[src/rtl/a429_rx_pkg.sv]
package a429_rx_pkg;
  localparam int unsigned WORD_MAX = 32;
  localparam int unsigned HALF_W   = 16;

  typedef struct packed {
    logic word25;
    logic sd_en;
    logic sd_x;
    logic sd_y;
  } rx_cfg_t;
endpackage

[src/rtl/a429_rate_tick.sv]
module a429_rate_tick #(
  parameter int unsigned LOW_DIV = 8
) (
  input  logic clk_i,
  input  logic rst_ni,
  input  logic rate_low_i,
  output logic tick_o
);
  localparam int unsigned CW = $clog2(LOW_DIV > 1 ? LOW_DIV : 2);
  localparam logic [CW-1:0] LAST = CW'(LOW_DIV - 1);

  logic [CW-1:0] cnt_q;

  assign tick_o = !rate_low_i || (cnt_q == LAST);

  always_ff @(posedge clk_i or negedge rst_ni) begin
    if (!rst_ni)     cnt_q <= '0;
    else if (tick_o) cnt_q <= '0;
    else             cnt_q <= cnt_q + 1'b1;
  end


  low_rate_spacing_chk: assert property (@(posedge clk_i) disable iff (!rst_ni)
    (LOW_DIV > 1 && rate_low_i && tick_o) |=> (!tick_o || !rate_low_i));
endmodule

[src/rtl/a429_bit_slicer.sv]
module a429_bit_slicer #(
  parameter int unsigned VALID_RUN = 3,
  parameter int unsigned GAP_LIMIT = 20
) (
  input  logic clk_i,
  input  logic rst_ni,
  input  logic tick_i,
  input  logic one_i,
  input  logic zero_i,
  output logic bit_v_o,
  output logic bit_o,
  output logic gap_o
);
  localparam int unsigned RW = $clog2(VALID_RUN + 1);
  localparam int unsigned GW = $clog2(GAP_LIMIT + 2);
  localparam logic [RW-1:0] RUN_TAKE = RW'(VALID_RUN - 1);
  localparam logic [RW-1:0] RUN_SAT  = RW'(VALID_RUN);
  localparam logic [GW-1:0] GAP_FIRE = GW'(GAP_LIMIT);
  localparam logic [GW-1:0] GAP_SAT  = GW'(GAP_LIMIT + 1);

  logic [1:0] s1_q, s2_q;
  logic [RW-1:0] run_q;
  logic [GW-1:0] gap_q;
  logic prev_q;
  logic is_one, is_zero, is_null, same;

  always_ff @(posedge clk_i or negedge rst_ni) begin
    if (!rst_ni) begin
      s1_q <= '0;
      s2_q <= '0;
    end else begin
      s1_q <= {one_i, zero_i};
      s2_q <= s1_q;
    end
  end

  assign is_one  = s2_q[1] & ~s2_q[0];
  assign is_zero = s2_q[0] & ~s2_q[1];
  assign is_null = ~(is_one | is_zero);
  assign same    = (run_q != '0) && (prev_q == is_one);

  assign bit_v_o = tick_i && !is_null && same && (run_q == RUN_TAKE);
  assign bit_o   = is_one;
  assign gap_o   = tick_i && is_null && (gap_q == GAP_FIRE);

  always_ff @(posedge clk_i or negedge rst_ni) begin
    if (!rst_ni) begin
      run_q  <= '0;
      gap_q  <= '0;
      prev_q <= 1'b0;
    end else if (tick_i) begin
      if (is_null) begin
        run_q <= '0;
        if (gap_q != GAP_SAT) gap_q <= gap_q + 1'b1;
      end else begin
        gap_q  <= '0;
        prev_q <= is_one;
        if (!same)                run_q <= RW'(1);
        else if (run_q != RUN_SAT) run_q <= run_q + 1'b1;
      end
    end
  end


  one_bit_per_pulse_chk: assert property (@(posedge clk_i) disable iff (!rst_ni)
    bit_v_o |=> !bit_v_o);
endmodule

[src/rtl/a429_word_asm.sv]
module a429_word_asm
  import a429_rx_pkg::*;
(
  input  logic                clk_i,
  input  logic                rst_ni,
  input  logic                bit_v_i,
  input  logic                bit_i,
  input  logic                gap_i,
  input  rx_cfg_t             cfg_i,
  output logic                done_o,
  output logic                accept_o,
  output logic [WORD_MAX-1:0] word_o
);
  localparam int unsigned CW = $clog2(WORD_MAX + 1);

  logic [CW-1:0]       cnt_q, len;
  logic [WORD_MAX-1:0] sr_q, nxt;
  logic                last, sd_ok;

  assign len  = cfg_i.word25 ? CW'(25) : CW'(WORD_MAX);
  assign last = bit_v_i && (cnt_q >= len - 1'b1);

  always_comb begin
    nxt = sr_q;
    nxt[cnt_q[$clog2(WORD_MAX)-1:0]] = bit_i;
  end

  // filter on the 9th/10th received bits, 32-bit format only
  assign sd_ok = !cfg_i.sd_en || cfg_i.word25 ||
                 (nxt[8] == cfg_i.sd_x && nxt[9] == cfg_i.sd_y);

  always_ff @(posedge clk_i or negedge rst_ni) begin
    if (!rst_ni) begin
      cnt_q    <= '0;
      sr_q     <= '0;
      done_o   <= 1'b0;
      accept_o <= 1'b0;
      word_o   <= '0;
    end else begin
      done_o   <= last;
      accept_o <= last && sd_ok;
      if (last) word_o <= nxt;
      if (gap_i || last) begin
        cnt_q <= '0;
        sr_q  <= '0;
      end else if (bit_v_i) begin
        cnt_q <= cnt_q + 1'b1;
        sr_q  <= nxt;
      end
    end
  end


  count_in_range_chk: assert property (@(posedge clk_i) disable iff (!rst_ni)
    cnt_q < CW'(WORD_MAX));

  gap_restart_chk: assert property (@(posedge clk_i) disable iff (!rst_ni)
    gap_i |=> (cnt_q == '0));
endmodule

[src/rtl/a429_rx_chan.sv]
module a429_rx_chan
  import a429_rx_pkg::*;
#(
  parameter int unsigned LOW_DIV   = 8,
  parameter int unsigned VALID_RUN = 3,
  parameter int unsigned GAP_LIMIT = 20
) (
  input  logic              clk_i,
  input  logic              rst_ni,
  input  logic              rate_low_i,
  input  logic              word25_i,
  input  logic              sd_en_i,
  input  logic              sd_x_i,
  input  logic              sd_y_i,
  input  logic              self_test_i,
  input  logic              line_one_i,
  input  logic              line_zero_i,
  input  logic              lb_one_i,
  input  logic              lb_zero_i,
  input  logic              sel_i,
  input  logic              rd_en_i,
  output logic [HALF_W-1:0] rd_data_o,
  output logic              ready_o
);
  rx_cfg_t             cfg;
  logic                tick, src_one, src_zero;
  logic                bit_v, bit_val, gap;
  logic                wd_done, wd_accept;
  logic [WORD_MAX-1:0] wd_word, hold_q;
  logic                ready_q, rd_en_q, rd_rise, par_even;
  logic [HALF_W-1:0]   lo_half, hi_half;

  assign cfg      = '{word25: word25_i, sd_en: sd_en_i, sd_x: sd_x_i, sd_y: sd_y_i};
  assign src_one  = self_test_i ? lb_one_i  : line_one_i;
  assign src_zero = self_test_i ? lb_zero_i : line_zero_i;

  a429_rate_tick #(.LOW_DIV(LOW_DIV)) u_tick (
    .clk_i, .rst_ni, .rate_low_i, .tick_o(tick)
  );

  a429_bit_slicer #(.VALID_RUN(VALID_RUN), .GAP_LIMIT(GAP_LIMIT)) u_slice (
    .clk_i, .rst_ni, .tick_i(tick), .one_i(src_one), .zero_i(src_zero),
    .bit_v_o(bit_v), .bit_o(bit_val), .gap_o(gap)
  );

  a429_word_asm u_asm (
    .clk_i, .rst_ni, .bit_v_i(bit_v), .bit_i(bit_val), .gap_i(gap), .cfg_i(cfg),
    .done_o(wd_done), .accept_o(wd_accept), .word_o(wd_word)
  );

  assign rd_rise = rd_en_i && !rd_en_q;

  always_ff @(posedge clk_i or negedge rst_ni) begin
    if (!rst_ni) begin
      hold_q  <= '0;
      ready_q <= 1'b0;
      rd_en_q <= 1'b0;
    end else begin
      rd_en_q <= rd_en_i;
      if (wd_done && wd_accept) begin
        hold_q  <= wd_word;
        ready_q <= 1'b1;
      end else if (rd_rise && sel_i) begin
        ready_q <= 1'b0;
      end
    end
  end

  assign par_even  = ~^hold_q;
  assign lo_half   = {hold_q[14:8], par_even, hold_q[7:0]};
  assign hi_half   = hold_q[30:15];
  assign rd_data_o = rd_en_i ? (sel_i ? hi_half : lo_half) : '0;
  assign ready_o   = ready_q;


  ready_source_chk: assert property (@(posedge clk_i) disable iff (!rst_ni)
    $rose(ready_q) |-> $past(wd_done && wd_accept));

  reject_keeps_hold_chk: assert property (@(posedge clk_i) disable iff (!rst_ni)
    (wd_done && !wd_accept) |=> $stable(hold_q));

  low_read_keeps_ready_chk: assert property (@(posedge clk_i) disable iff (!rst_ni)
    (rd_rise && !sel_i && ready_q) |=> ready_q);
endmodule

[config.mk]
export PLATFORM = sky130hd
export DESIGN_NAME = a429_rx_chan
export DESIGN_NICKNAME = d
export VERILOG_FILES = /design/src/rtl/a429_rx_pkg.sv /design/src/rtl/a429_rate_tick.sv /design/src/rtl/a429_bit_slicer.sv /design/src/rtl/a429_word_asm.sv /design/src/rtl/a429_rx_chan.sv
export SDC_FILE = /design/constraint.sdc
export NUM_CORES = 1
export LEC_CHECK = 0
export CORE_ASPECT_RATIO = 2
export CORE_MARGIN = 2
export CORE_UTILIZATION = 32
export CTS_BUF_LIST = sky130_fd_sc_hd__clkbuf_4
export DETAILED_ROUTE_END_ITERATION = 12
export DONT_BUFFER_PORTS = 1
export PLACE_DENSITY_LB_ADDON = 0.2
export SLEW_MARGIN = 15
export SYNTH_ARGS = -nofsm -noshare
export SYNTH_HDL_FRONTEND = slang
export SYNTH_SLANG_ARGS = --single-unit
[constraint.sdc]
create_clock -name clk_i -period 4.1 [get_ports clk_i]
set_input_delay 0.82 -clock clk_i [delete_from_list [all_inputs] [get_ports clk_i]]
set_output_delay 0.82 -clock clk_i [all_outputs]
set_load 0.03 [all_outputs]
* Yosys cells after proc, flatten, opt, wreduce, memory -nomap -nowiden
Cells that the tools add are included.
Word-level totals: bits in registers 121, output and inout bits 17, input port bits 14
Operators by class: magnitude comparators 3, add/subtract/negate cells 5, bitwise operators 6, mux-type cells 20, equal/unequal tests 9, reduce and logical (&&, ||, !) cells 28
Operators by type and width (count):
- $mux 32 | 2
- $bwmux 32 | 1
- $mux 16 | 2
- $reduce_xnor 32->1 | 1
- $mux 6 | 3
- $logic_and 1x1->1 | 13
- $mux 5 | 2
- $reduce_bool 2->1 | 4
- $add 6x1->6 const B | 1
- $ge 6x6->1 | 1
- $lt 5x6->1 const B | 1
- $mux 2 | 3
- $reduce_and 2->1 | 3
- $sub 6x1->6 const B | 1
- $add 5x1->5 const B | 1
- $demux 1 s5 | 1
- $eq 5x5->1 const B | 1
- $ge 5x1->1 const B | 1
- $mux 1 | 5
- $ne 5x5->1 const B | 1
- $logic_or 1x1->1 | 4
- $add 3x1->3 const B | 1
- $eq 1x1->1 | 3
- $eq 3x3->1 const B | 1
- other kinds (9) | 14

* Longest topological paths before layout
Gate-level depths: netlist (run 1).
depth in word-level cells 9, mapped depth 10, gate-level depth less buffers 9

* Hierarchy
A second synthesis (run 1) with hierarchy kept.
Unflattened totals: cells, all modules 633, area total of the unflattened synthesis 7025.5 um2
Modules (own cells, without submodules):
- a429_word_asm | times used 1, area an instance 4429.2 um2, cells each 419
- a429_rx_chan | times used 1, area an instance 1806.7 um2, cells each 142
- a429_bit_slicer | times used 1, area an instance 653.1 um2, cells each 63
- a429_rate_tick | times used 1, area an instance 136.4 um2, cells each 9

* Worst setup path after synthesis (run 1)
Ideal clock, no wire load.
path type input -> output, start in sel_i, end out rd_data_o[8], buffers on the path 2, data required time 3.280 ns, cell stages on the path 4, data arrival time 2.235 ns, slack 1.045 ns, cells stage by stage clkbuf_1 > buf_1 > nand2b_1 > o21ai_0
Between the ends: word-level cells in the longest chain between the ends 2
Ends and longest elaborated chain:
- start: declaration | line a429_rx_chan.sv:20 | input logic sel_i,
- $mux 16 (2 in a row) | line a429_rx_chan.sv:72 | assign rd_data_o = rd_en_i ? (sel_i ? hi_half : lo_half) : '0;
- end: declaration | line a429_rx_chan.sv:22 | output logic [HALF_W-1:0] rd_data_o,
No other way between the ends.

* Worst setup path after layout (run 1)
start reg hold_q[1], end out rd_data_o[8]
Between the ends: word-level cells in the longest chain between the ends 3
Ends and longest elaborated chain:
- start: declaration | line a429_rx_chan.sv:29 | logic [WORD_MAX-1:0] wd_word, hold_q;
- start signal: assignment | line a429_rx_chan.sv:61 | hold_q <= wd_word;
- $reduce_xnor 32->1 | line a429_rx_chan.sv:69 | assign par_even = ~^hold_q;
- $mux 16 (2 in a row) | line a429_rx_chan.sv:72
No other way between the ends.

==> results of run 1 <==
through the flow:
step / utilization / power, W / hold WS [ns] / cells
6_report: 0.3461 / 0.002282 / 0.2234 / 898
5_1_grt: 0.3461 / 0.002399 / 0.2450 / 898
4_1_cts: 0.3460 / 0.002319 / 0.2386 / 897
3_5_place_dp: 0.3331 / 0.001545 / 0.3364 / 866
3_3_place_gp: 0.3331 / 0.001535 / 0.3333 / 866
2_1_floorplan: - / 0.001471 / 0.3312 / 641
cells in the mapped netlist, drive strengths merged (8+ instances only):
| cell type | count | area [sq um] |
|---|---|---|
| a31oi | 31 | 193.9 |
| xnor2 | 28 | 245.2 |
| o21ai | 71 | 355.3 |
| inv | 11 | 41.29 |
| nor2 | 24 | 95.09 |
| nor2b | 22 | 137.6 |
| xor2 | 8 | 70.07 |
| nand4 | 11 | 68.82 |
| mux2 | 35 | 394.1 |
| ha | 16 | 200.2 |
| nand3b | 12 | 90.09 |
| a21oi | 22 | 110.1 |
| clkbuf | 23 | 90.09 |
| mux2i | 37 | 370.4 |
| buf | 22 | 131.4 |
| dfrtp | 121 | 3028 |
| nand2 | 58 | 217.7 |
| nand3 | 48 | 245.2 |
per-layer routing:
| metal | wire length (um) | vias up |
|---|---|---|
| met1 | 5868 | 2291 |
| met4 | 440 | 0 |
| met5 | 0 | - |
| met3 | 535 | 21 |
| met2 | 8044 | 112 |
| li1 | - | 2225 |
final timing paths:
check,start,to,cells past startpoint
setup / recovery,hold_q[1]$_DFFE_PN0P_,rd_data_o[8],7
setup reg to reg,u_slice.s2_q[0]$_DFF_PN0_,u_asm.sr_q[28]$_DFFE_PN0P_,8
hold reg to reg,u_slice.s1_q[1]$_DFF_PN0_,u_slice.s2_q[1]$_DFF_PN0_,0
max in group asynchronous,rst_ni,u_asm.sr_q[8]$_DFFE_PN0P_,1
hold / removal,rst_ni,u_slice.run_q[1]$_DFFE_PN0P_,1
min in group clk_i,rd_en_i,rd_en_q$_DFF_PN0_,0
flip-flops by register name, indices dropped and copies added (netlist names):
signal          flops
u_slice.prev_q      1
u_slice.run_q       2
u_asm.cnt_q         6
u_tick.cnt_q        3
u_asm.sr_q         32
hold_q             32
u_asm.accept_o      1
ready_o             1
u_asm.word_o       32
u_asm.done_o        1
u_slice.gap_q       5
u_slice.s1_q        2
u_slice.s2_q        2
rd_en_q             1
cell families after synthesis:
family / Yosys count / share of synthesized area
DFF: 121 / 0.4744
AOI/OAI and AO/OA: 133 / 0.1176
xor gates and xnor gates: 36 / 0.04940
and+or+nand+nor: 206 / 0.1649
buffers and inverters: 57 / 0.04254
adders and majority gates: 16 / 0.03137
muxes: 72 / 0.1198
worst max-delay path: cells and delay by family (launching register included):
| family | cells | cell delay (ns) |
|---|---|---|
| flip-flops | 1 | 0.42 |
| XOR/XNOR | 5 | 0.90 |
| buffers and inverters | 1 | 0.18 |
| AO/OA/AOI/OAI | 1 | 0.15 |
power by group through the flow:
stage	clock network (W)	registers [W]	logic, W
detailed placement	0	0.00129	0.000256
finish	0.000736	0.00127	0.000279
global placement	0	0.00129	0.000249
global route	0.000812	0.00127	0.000314
floorplan	0	0.00128	0.000194
CTS	0.000768	0.00127	0.000285
layout make-up:
| type | count | share of cell area |
|---|---|---|
| multi-input cells | 463 | 0.4533 |
| flip-flops and latches | 121 | 0.4434 |
| well taps | 262 | 0.04800 |
| clock buffers | 19 | 0.02089 |
| repair buffers | 10 | 0.01576 |
| clock inverters | 11 | 0.01228 |
| inverters | 11 | 0.006046 |
| diodes | 1 | 0.0003664 |
timing repair:
item	CTS	global route
hold buffers	1	0
gates resized for setup	0	0
hold endpoints to repair	121	0
==> impl_metrics.py, run 1 <==
metrics = {
    "floorplanning": {
        "initial_utilization": 0.3235,
        "die_h_um": 203.7,
        "core_sq_um": 19730,
        "std_cell_rows": 73,
        "die_w_um": 103.9,
        "die-area_sq_um": 21160,
        "ios": 31,
    },
    "sta": {
        "fmax_mhz": 333.8,
        "rsz0062_at_grt": "false",
        "hold_violations": 0,
        "finalCriticalPeriod_ns": 2.996,
        "worstMarginPinSlew_ns": 1.130,
        "setup_violations": 0,
        "slew_violations": 0,
        "setup_ws_ns": 1.104,
        "tns_ns": 0,
        "clock_skew_ns": 0.02472,
        "max_slew_margin": 0.2464,
        "final_min_period_over_clock_period": 0.7308,
    },
    "global_route": {
        "use_met3": 0.03260,
        "top_usage_layer": "met2",
        "grt_usage": 0.1482,
        "grt_pass1_vias": 4598,
        "met2_usage": 0.2709,
        "grt_overflow_total": 0,
        "antenna_found_initial": 1,
        "use_met1": 0.1642,
        "grt_pass1_wl_mm": 24.70,
        "grt_max_degree": 122,
    },
    "cells_and_area": {
        "nNetsFinal": 654,
        "final_common_cell": "dfrtp_1",
        "syn_to_final_growth_pct": 6.999,
        "ff_latch_area_sq_um": 3028,
        "nFillCells": 2059,
        "multi_input_area_sq_um": 3095,
        "final_cell_mix": "dfrtp_1, o21ai_0, nand2_1",
        "drive_gt1_frac": 0.1244,
        "final_area_sq_um": 6829,
    },
    "worst_setup_path": {
        "crit_chain": "xor2_1 > xnor2_1 > xnor2_1 > xnor2_1 > xnor2_1 > o21ai_0 > buf_4",
        "slowest_delay_ns": 0.42,
        "cp.arrival_ns": 2.18,
        "endpoint_kind": "output port",
        "cpMaxStageDelayCell": "dfrtp_1",
        "cp_common_cell": "xnor2_1",
        "startpoint_type": "register",
        "rrSetupSlack_ns": 1.35,
        "crit_type": "register to output port",
        "worstPathMaxFanout": 3,
        "crit_required_ns": 3.28,
    },
    "placed_design": {
        "pre_cts_ws_ns": 1.105,
        "gp_congestion": 0.7637,
        "portBuffers": 0,
        "post_dp_cell_area_sq_um": 6573,
        "hpwlAfterDp_mm": 10.05,
    },
    "power_and_ir_drop": {
        "p_seq_frac": 0.555,
        "swShare": 0.2884,
        "p_sw_w": 0.0006582,
        "p_per_area_nw_per_um2": 334.2,
        "p_clk_frac": 0.323,
        "irDropWorstVdd_mv": 0.1663,
        "p_comb_frac": 0.122,
        "leakage_nw": 3.012,
        "p_int_w": 0.001624,
    },
    "synthesis": {
        "ys_seq_elements": 121,
        "ys_async_sr_fraction": 1.000,
        "synth_edf_count": 0,
        "syn-num-nets": 671,
        "syn_area_sq_um": 6382,
        "synth_warnings": 0,
        "synth_cells": 641,
        "synth_ff_type": "dfrtp_1",
        "post_synth.cell_area_avg_sq_um": 9.957,
        "ys_types": 40,
        "yosysSeqAreaShare": 0.4744,
    },
    "detailed_routing": {
        "wl_per_cell_um": 16.58,
        "first_iter_violations": 441,
        "dr.pass1.iters": 5,
        "wl_mm": 14.89,
        "vias": 4649,
        "ant_nets": 0,
        "via_per_inst": 5.177,
        "drc": 0,
    },
    "clock_tree": {
        "cts_tree": "yes",
        "postCtsSetupBuffers": 0,
        "root_buffer": "clkbuf_4",
        "clk_path_buf_depth": 2,
        "clock_latency_ns": 0.53,
        "cts_htree_levels": 4,
        "cts_buffers": 17,
        "cts.sinks": 121,
        "clkTransAtPathRegs_ns": 0.12,
    },
    "hold_path": {
        "hp-class": "input pin to async pin",
    },
    "outcome": {
        "status": "finished, final reports clean",
    },
    "run": {
        "drv_cap": 0,
    },
}
No activity file was read; power rests on OpenSTA's default activity.
==> inputs of run 2 (changes only) <==
clock period = 3.02 ns   (was 4.1 ns; I/O delays follow)
==> run 2 against run 1 <==
Net effect: the flow now finishes with violations (negative hold slack); combinational power rose by 29%; sequential share of layout area fell by 0.41 points; largest power group unchanged; worst setup slack got worse by 0.88 ns; critical endpoint unchanged; highest routed layer unchanged; critical path depth did not move.
==> impl_metrics.py, run 2 (synthesis results as in run 1) <==
metrics = {
    "sta": {
        "max_slew_margin": 0.5084,
        "worstMarginPinSlew_ns": 0.7358,
        "tns_ns": 0,
        "rsz0062_at_grt": "false",
        "final_min_period_over_clock_period": 0.9254,
        "fmax_mhz": 357.8,
        "setup_ws_ns": 0.2254,
        "setup_violations": 0,
        "hold_ws_ns": -0.2568,
        "hold_violations": 121,
        "clock_skew_ns": 0.02191,
        "finalCriticalPeriod_ns": 2.795,
        "slew_violations": 0,
    },
    "global_route": {
        "antenna_found_initial": 1,
        "grt_usage": 0.1500,
        "grt_overflow_total": 0,
        "grt_pass1_wl_mm": 25.07,
        "grt_max_degree": 122,
        "grt_pass1_vias": 4796,
    },
    "run": {
        "drv_cap": 0,
    },
    "clock_tree": {
        "clk_path_buf_depth": 2,
        "root_buffer": "clkbuf_4",
        "postCtsSetupBuffers": 0,
        "clock_latency_ns": 0.54,
        "cts.sinks": 121,
        "clkTransAtPathRegs_ns": 0.11,
        "cts_tree": "yes",
        "cts_buffers": 17,
        "cts_htree_levels": 4,
    },
    "power_and_ir_drop": {
        "p_per_area_nw_per_um2": 458.7,
        "power.total_w": 0.003162,
        "irDropWorstVdd_mv": 0.1799,
        "leakage_nw": 3.054,
    },
    "detailed_routing": {
        "dr.pass1.iters": 5,
        "via_per_inst": 5.134,
        "wl_per_cell_um": 16.45,
        "drc": 0,
        "first_iter_violations": 319,
        "vias": 4651,
        "ant_nets": 0,
        "wl_mm": 14.90,
    },
    "floorplanning": {
        "die_h_um": 203.7,
        "die_w_um": 103.9,
        "die-area_sq_um": 21160,
        "initial_utilization": 0.3235,
        "ios": 31,
        "std_cell_rows": 73,
        "core_sq_um": 19730,
    },
    "worst_setup_path": {
        "startpoint_type": "register",
        "rr_endpoint": "u_asm.sr_q[13]$_DFFE_PN0P_",
        "worstPathMaxFanout": 3,
        "crit_required_ns": 2.42,
        "rrSetupSlack_ns": 0.52,
        "cp.arrival_ns": 2.19,
        "r2r_start": "u_asm.cnt_q[0]$_DFFE_PN0P_",
        "endpoint_kind": "output port",
        "reg2regPathDepth": 9,
        "crit_type": "register to output port",
    },
    "cells_and_area": {
        "layout.cells.non_filler": 906,
        "syn_to_final_growth_pct": 7.998,
        "final_cell_mix": "dfrtp_1, o21ai_0, nand2_1",
        "reg_top3": "hold_q x32, u_asm.sr_q x32, u_asm.word_o x32",
        "nNetsFinal": 663,
        "final_common_cell": "dfrtp_1",
        "fin_util": 0.3494,
        "drive_gt1_frac": 0.1369,
    },
    "outcome": {
        "failed_checks": "negative hold slack",
        "status": "complete, but fails checks",
    },
    "placed_design": {
        "portBuffers": 0,
        "pre_cts_ws_ns": 0.4461,
        "gp_congestion": 0.7489,
        "placedCellCount": 876,
        "hpwlAfterDp_mm": 10.36,
    },
    "hold_path": {
        "hp-class": "input pin to async pin",
    },
}
## run 2: worst max-delay path by stage
stage | start | endpoint | cells past startpoint
floorplan | sel_i | rd_data_o[8] | 4
global placement | word25_i | u_asm.sr_q[22]$_DFFE_PN0P_ | 9
detailed placement | word25_i | u_asm.sr_q[22]$_DFFE_PN0P_ | 9
CTS | hold_q[10]$_DFFE_PN0P_ | rd_data_o[8] | 7
global route | hold_q[10]$_DFFE_PN0P_ | rd_data_o[8] | 7
finish | hold_q[10]$_DFFE_PN0P_ | rd_data_o[8] | 7
## run 2: area by class of cell
cell class | instances | area (sq um)
fill | 2050 | 12840
multi-input combinational | 463 | 3102
tap | 262 | 327.8
sequential | 121 | 3028
clock buffer | 19 | 142.6
timing repair buffer | 19 | 142.6
inverter | 11 | 41.29
clock inverter | 10 | 106.4
antenna | 1 | 2.502
## run 2: worst max-delay path: stages, from the launching register on
cell and delay [ns]:
dfrtp_1 0.41, xor2_1 0.24, xnor2_1 0.12, xnor2_1 0.27
xnor2_2 0.13, xnor2_1 0.13, o21ai_0 0.18, buf_4 0.19
## run 2: per-layer routing
layer  global-route usage  vias up  routed length, um
met5                    0        -                  0
met4              0.07529        0                482
met3              0.02908       20                471
met2               0.2770      110               8184
met1               0.1613     2278               5764
li1                     -     2243                  -
## run 2: through the flow
| stage | instance area (sq um) | hold WS (ns) |
|---|---|---|
| after detailed placement | 6634 | 0.3170 |
| final | 6893 | -0.2568 |
| after global routing | 6893 | -0.3065 |
| after global placement | 6634 | 0.3171 |
| after floorplan | 6382 | 0.3084 |
| after CTS | 6883 | -0.2984 |
## run 2: power breakdown
group	internal, W	leakage (nW)	total [W]	switching, W
Sequential	0.00167	1.64	0.00172	0.0000488
Clock	0.000487	0.137	0.00108	0.000597
Combinational	0.000142	1.28	0.000360	0.000218
## run 2: repair_timing
item                                   4_1_cts  5_1_grt
resized for setup                            0        1
endpoints found under the hold margin      121      121
setup endpoints to repair                    0        1
